[src/rtl/task_node_pkg.sv]
package task_node_pkg;

    parameter int TW = 16;

    typedef logic [TW-1:0] time_t;

    typedef enum logic [1:0] {
        UNIT_FABRIC = 2'b00,
        UNIT_MASTER = 2'b01,
        UNIT_SLAVE  = 2'b10,
        UNIT_SPARE  = 2'b11
    } unit_e;

    typedef struct packed {
        logic  done;
        time_t finish;
    } node_state_t;

    function automatic unit_e norm_unit(input logic [1:0] code);
        return (code == 2'b11) ? UNIT_FABRIC : unit_e'(code);
    endfunction

    function automatic time_t tmax(input time_t a, input time_t b);
        return (a > b) ? a : b;
    endfunction

    function automatic time_t sat_add(input time_t a, input time_t b);
        logic [TW:0] s;
        s = {1'b0, a} + {1'b0, b};
        return s[TW] ? {TW{1'b1}} : s[TW-1:0];
    endfunction

endpackage

[src/rtl/tnode_dep.sv]
module tnode_dep
    import task_node_pkg::*;
#(
    parameter int NPRED = 3
) (
    input  logic [NPRED-1:0]    pred_mask,
    input  logic [NPRED-1:0]    pred_done,
    input  logic [TW*NPRED-1:0] pred_finish,
    output logic                ready,
    output time_t               asap
);
    time_t fin [NPRED];

    genvar g;
    generate
        for (g = 0; g < NPRED; g++) begin : g_unpack
            assign fin[g] = pred_finish[g*TW +: TW];
        end
    endgenerate

    always_comb begin
        ready = &(pred_done | ~pred_mask);
        asap  = '0;
        for (int i = 0; i < NPRED; i++) begin
            if (pred_mask[i]) asap = tmax(asap, fin[i]);
        end
    end
endmodule

[src/rtl/tnode_urgency.sv]
module tnode_urgency
    import task_node_pkg::*;
#(
    parameter int NSUCC = 3
) (
    input  logic [1:0]          own_map,
    input  logic [NSUCC-1:0]    succ_mask,
    input  logic [2*NSUCC-1:0]  succ_map,
    input  logic [TW*NSUCC-1:0] succ_exec,
    input  logic [TW*NSUCC-1:0] succ_urg,
    output time_t               urgency
);
    time_t s_exec [NSUCC];
    time_t s_urg  [NSUCC];
    unit_e s_unit [NSUCC];
    unit_e own;

    genvar g;
    generate
        for (g = 0; g < NSUCC; g++) begin : g_unpack
            assign s_exec[g] = succ_exec[g*TW +: TW];
            assign s_urg[g]  = succ_urg[g*TW +: TW];
            assign s_unit[g] = norm_unit(succ_map[2*g +: 2]);
        end
    endgenerate

    assign own = norm_unit(own_map);

    always_comb begin
        urgency = '0;
        if (own != UNIT_FABRIC) begin
            for (int i = 0; i < NSUCC; i++) begin
                if (succ_mask[i]) begin
                    if (s_unit[i] != own) urgency = tmax(urgency, s_exec[i]);
                    else                  urgency = tmax(urgency, s_urg[i]);
                end
            end
        end
    end
endmodule

[src/rtl/tnode_state.sv]
module tnode_state
    import task_node_pkg::*;
(
    input  logic        clk,
    input  logic        rst,
    input  logic        start,
    input  unit_e       unit,
    input  logic        ready,
    input  time_t       asap,
    input  time_t       exec_time,
    input  time_t       proc_time,
    input  logic        sel_grant,
    output node_state_t st
);
    logic  is_sw;
    logic  launch;
    time_t start_t;

    always_comb begin
        is_sw   = (unit != UNIT_FABRIC);
        launch  = ready && !st.done &&
                  (!is_sw || (exec_time == '0) || sel_grant);
        start_t = (is_sw && exec_time != '0) ? tmax(asap, proc_time) : asap;
    end

    always_ff @(posedge clk) begin
        if (rst || start) begin
            st <= '0;
        end else if (launch) begin
            st.done   <= 1'b1;
            st.finish <= sat_add(start_t, exec_time);
        end
    end
endmodule

[src/rtl/task_timing_node.sv]
module task_timing_node
    import task_node_pkg::*;
#(
    parameter int NPRED = 3,
    parameter int NSUCC = 3
) (
    input  logic                clk,
    input  logic                rst,
    input  logic                start,
    input  logic [TW-1:0]       exec_time,
    input  logic [1:0]          unit_map,
    input  logic [NPRED-1:0]    pred_mask,
    input  logic [NPRED-1:0]    pred_done,
    input  logic [TW*NPRED-1:0] pred_finish,
    input  logic [NSUCC-1:0]    succ_mask,
    input  logic [2*NSUCC-1:0]  succ_map,
    input  logic [TW*NSUCC-1:0] succ_exec,
    input  logic [TW*NSUCC-1:0] succ_urg,
    input  logic                sel_grant,
    input  logic [TW-1:0]       proc_time,
    input  logic [TW-1:0]       chain_total_in,
    input  logic                chain_done_in,
    output logic                ready,
    output logic                master_ready,
    output logic                slave_ready,
    output logic                fabric_ready,
    output logic [TW-1:0]       asap,
    output logic                done,
    output logic [TW-1:0]       finish,
    output logic [TW-1:0]       urgency,
    output logic [TW-1:0]       chain_total_out,
    output logic                chain_done_out
);
    unit_e       unit;
    node_state_t st;
    logic        pending;

    assign unit = norm_unit(unit_map);

    tnode_dep #(.NPRED(NPRED)) i_dep (
        .pred_mask   (pred_mask),
        .pred_done   (pred_done),
        .pred_finish (pred_finish),
        .ready       (ready),
        .asap        (asap)
    );

    tnode_urgency #(.NSUCC(NSUCC)) i_urg (
        .own_map   (unit_map),
        .succ_mask (succ_mask),
        .succ_map  (succ_map),
        .succ_exec (succ_exec),
        .succ_urg  (succ_urg),
        .urgency   (urgency)
    );

    tnode_state i_state (
        .clk       (clk),
        .rst       (rst),
        .start     (start),
        .unit      (unit),
        .ready     (ready),
        .asap      (asap),
        .exec_time (exec_time),
        .proc_time (proc_time),
        .sel_grant (sel_grant),
        .st        (st)
    );

    assign done         = st.done;
    assign finish       = st.finish;
    assign pending      = ready && !st.done;
    assign master_ready = pending && (unit == UNIT_MASTER);
    assign slave_ready  = pending && (unit == UNIT_SLAVE);
    assign fabric_ready = pending && (unit == UNIT_FABRIC);

    assign chain_total_out = tmax(chain_total_in, st.finish);
    assign chain_done_out  = chain_done_in && st.done;
endmodule

[config.mk]
export PLATFORM = sky130hd
export DESIGN_NAME = task_timing_node
export DESIGN_NICKNAME = d
export VERILOG_FILES = /design/src/rtl/task_node_pkg.sv /design/src/rtl/tnode_dep.sv /design/src/rtl/tnode_urgency.sv /design/src/rtl/tnode_state.sv /design/src/rtl/task_timing_node.sv
export SDC_FILE = /design/constraint.sdc
export NUM_CORES = 1
export LEC_CHECK = 0
export ABC_CLOCK_PERIOD_IN_PS = 23500
export BUFFER_PORTS_ARGS = -buffer_cell sky130_fd_sc_hd__buf_2
export CAP_MARGIN = 20
export CORE_MARGIN = 3
export CORE_UTILIZATION = 50
export CTS_BUF_LIST = sky130_fd_sc_hd__clkbuf_8 sky130_fd_sc_hd__clkbuf_16
export DETAILED_ROUTE_END_ITERATION = 8
export PLACE_DENSITY = 0.8
export SYNTH_ARGS = -nofsm -noshare
export SYNTH_HDL_FRONTEND = slang
export SYNTH_HIERARCHICAL = 1
export SYNTH_SLANG_ARGS = --single-unit
[constraint.sdc]
create_clock -name clk -period 23.5 [get_ports clk]
set_input_delay 1.175 -clock clk [delete_from_list [all_inputs] [get_ports clk]]
set_output_delay 1.175 -clock clk [all_outputs]
set_load 0.01 [all_outputs]
==> impl_metrics.py <==
metrics = {
    "status": {
        "status": "complete, no violations",
    },
    "synthesis": {
        "ys_ff_latch": 17,
        "synthTopCellsByArea": "ha_1 22%, inv_1 7.2%, dfxtp_1 4.1%",
        "syn_nets": 1483,
        "yosys.area.top_type": "ha_1",
        "yosysUniqueCellTypes": 92,
        "yosys-top-cells-count": "158 x inv_1, 147 x ha_1, 69 x nand2_1",
        "yosysMostFrequentCell": "inv_1",
        "ys_warn_count": 6,
        "synth-edff-count": 0,
        "syn_area_per_cell_um2": 7.34,
        "synth_area_mm2": 0.00823,
        "synth_top_area_share": 0.223,
        "yosysSeqAreaShare": 0.0413,
        "syn_inst": 1121,
        "yosys_most_used_dff": "dfxtp_1",
        "ys_async_sr_fraction": 0,
    },
    "floorplanning": {
        "ios": 284,
        "fp.dieH_um": 134,
        "num_rows": 46,
        "floorplan.initialDensity": 0.514,
        "die_w_um": 134,
        "die_area_mm2": 0.0180,
        "core_area_mm2": 0.0160,
    },
    "detailed_routing": {
        "ant_nets": 0,
        "vias": 9978,
        "dr.pass1.iters": 6,
        "vias_per_cell": 6.30,
        "drt_iter0_markers": 887,
        "routed_wl_mm": 29.7,
        "drc": 0,
        "wl_per_cell_um": 18.8,
    },
    "layout": {
        "syn_to_final_growth_pct": 19.5,
        "fin_util": 0.615,
        "largestRegisters": "i_state/st: 17 flops",
        "regMostFlops": "i_state/st",
        "fill_cells": 1555,
        "final_area_mm2": 0.00983,
        "largest_reg_flops": 17,
        "antenna_cells": 0,
        "fin_nets": 1731,
        "layout-drive-gt1-share": 0.284,
    },
    "cts": {
        "clk_latency_ns": 0.25,
        "cts_resized": 0,
        "h-tree-depth": 1,
        "cts_setup_buffers": 0,
        "cts.sinks": 17,
        "cts-root-buf": "clkbuf_16",
        "clk_pin_slew_ns": 0.05,
        "cts_buffers": 3,
        "cts_tree": "yes",
        "hold_buffers": 0,
        "ctsLongestPathBuffers": 2,
    },
    "grt": {
        "grt_max_degree": 38,
        "grt_pass1_wl_mm": 46.4,
        "grt_util_all_layers": 0.309,
        "overflow": 0,
        "grt_pass1_vias": 9139,
        "antenna_found_initial": 0,
    },
    "min_path": {
        "hold_end": "i_state/st[16]",
        "hp-class": "reg -> reg",
        "worstHoldPathCells": 2,
        "worstHoldStart": "i_state/st[16]",
    },
    "setup_path": {
        "critical_path_class": "in -> out",
        "path_max_fanout": 17,
        "slowest_stage": "o31ai_1",
        "critical_path_required_ns": 22.33,
        "endpoint_kind": "primary output",
        "reg2reg_slack_ns": 21.82,
        "cp_common_cell": "ha_1",
        "critPathLaunchType": "input pin",
        "reg2reg_to": "i_state/st[0]",
        "critPathArrivalTime_ns": 9.26,
        "worst-r2r-cell-count": 3,
        "r2r_start": "i_state/st[16]",
        "max_stage_delay_ns": 0.65,
    },
    "sta": {
        "finalSetupTns_ns": 0,
        "hold_viol_final": 0,
        "worstMarginPinSlew_ns": 0.967,
        "drv_slew": 0,
        "period_share": 0.444,
        "fmax_mhz": 95.9,
        "setup_ws_ns": 13.07,
        "setup_viol": 0,
        "relSlewSlack": 0.354,
        "fin_worst_skew_ns": 0.00202,
        "fin_crit_ns": 10.43,
        "rsz0062_at_grt": "false",
    },
    "power_and_ir_drop": {
        "power.density_mw_per_mm2": 38.5,
        "report.power.total_mw": 0.379,
        "p_leak_nw": 5.09,
        "ir_worst_vdd_uv": 29.6,
    },
    "placement": {
        "placed_area_mm2": 0.00974,
        "hpwl_mm": 25.0,
        "globalplace.congestion": 1.03,
        "io_buffers": 283,
        "place_ws_ns": 13.25,
    },
    "flow_run": {
        "maxCapViolCount": 0,
    },
}
==> layout by cell type (no fill, tap or decap), types with 5 or more instances in the layout <==
cell / Yosys / final
buf_2: 8 / 283
inv_1: 158 / 158
ha_1: 147 / 147
nand2_1: 69 / 69
a21oi_1: 61 / 61
o21ai_0: 48 / 48
nor2_1: 42 / 42
o211ai_1: 40 / 40
nand4_1: 35 / 35
nand3_1: 33 / 33
nor3_1: 33 / 32
a21o_1: 24 / 24
and2_1: 24 / 24
nor4_1: 24 / 23
mux2i_1: 20 / 20
nand2b_1: 19 / 19
a31oi_1: 19 / 19
o311ai_1: 17 / 17
o221a_2: 17 / 17
dfxtp_1: 17 / 17
nor2b_1: 13 / 13
a221oi_2: 13 / 13
o221ai_1: 13 / 13
buf_4: 1 / 12
and4_1: 10 / 10
a22oi_1: 10 / 10
mux2_4: 9 / 9
o311ai_2: 9 / 9
o21a_1: 7 / 7
or3b_1: 7 / 7
or3b_2: 7 / 7
mux2_2: 7 / 7
xnor2_1: 7 / 7
a211oi_1: 6 / 6
or3_1: 5 / 5
nand3b_1: 5 / 5
xor2_1: 5 / 5
and3_1: 5 / 5
==> worst max-delay path: cells and delay by family <==
kind	cells	cell delay, ns
fa+ha+maj	3	0.94
simple gates	10	3.16
buf+inv	6	0.95
mux	1	0.21
compound gates	10	2.80
==> logic make-up (layout without fill, tap and decap cells) <==
kind of cell             after synthesis  count (layout)  synth area share
adder cells (fa/ha/maj)              148             148             0.226
buffers and inverters                210             457             0.104
XOR/XNOR                              12              12            0.0128
AO/OA/AOI/OAI                        346             346             0.324
AND/OR/NAND/NOR                      352             352             0.242
multiplexers                          36              36            0.0503
flip-flops                            17              17            0.0414
==> worst max path at each step <==
stage,end,start,cells past startpoint
global placement,urgency[13],unit_map[0],29
detailed placement,urgency[13],unit_map[0],29
CTS,urgency[13],unit_map[0],29
finish,urgency[13],unit_map[0],30
floorplan,i_state/st[10],pred_mask[0],36
global route,urgency[13],unit_map[0],30
==> where the power goes <==
part	leakage (nW)	switching, mW	internal, mW
Sequential	0.139	0.00240	0.0309
Combinational	4.91	0.183	0.129
Clock	0.0409	0.0113	0.0228
Total	5.09	0.197	0.182
==> layer usage <==
metal | global-route usage | part of all wire | vias to the layer above | wire, µm
li1 | - | - | 4753 | -
met1 | 0.427 | 0.42 | 4555 | 12600
met2 | 0.498 | 0.44 | 571 | 13200
met3 | 0.0435 | 0.096 | 99 | 2860
met4 | 0.0967 | 0.038 | 0 | 1120
met5 | 0 | 0 | - | 0
==> layout make-up <==
type                       instances  area [µm²]  area share
clock buffer                       3        75.1     0.00763
sequential                        17         340      0.0346
inverter                         158         593      0.0603
timing repair buffer             295        1510       0.153
multi-input combinational        894        7040       0.716
tap                              216         270      0.0275
clock inverter                     1        5.00    0.000509
==> metrics by stage <==
step                      cells  hold slack, ns
final                      1584           0.565
after global routing       1584           0.580
after CTS                  1582           0.570
after detailed placement   1578           0.557
after global placement     1578           0.540
after floorplan            1121           0.541
Note: power is estimated with default switching activity, not from simulation.
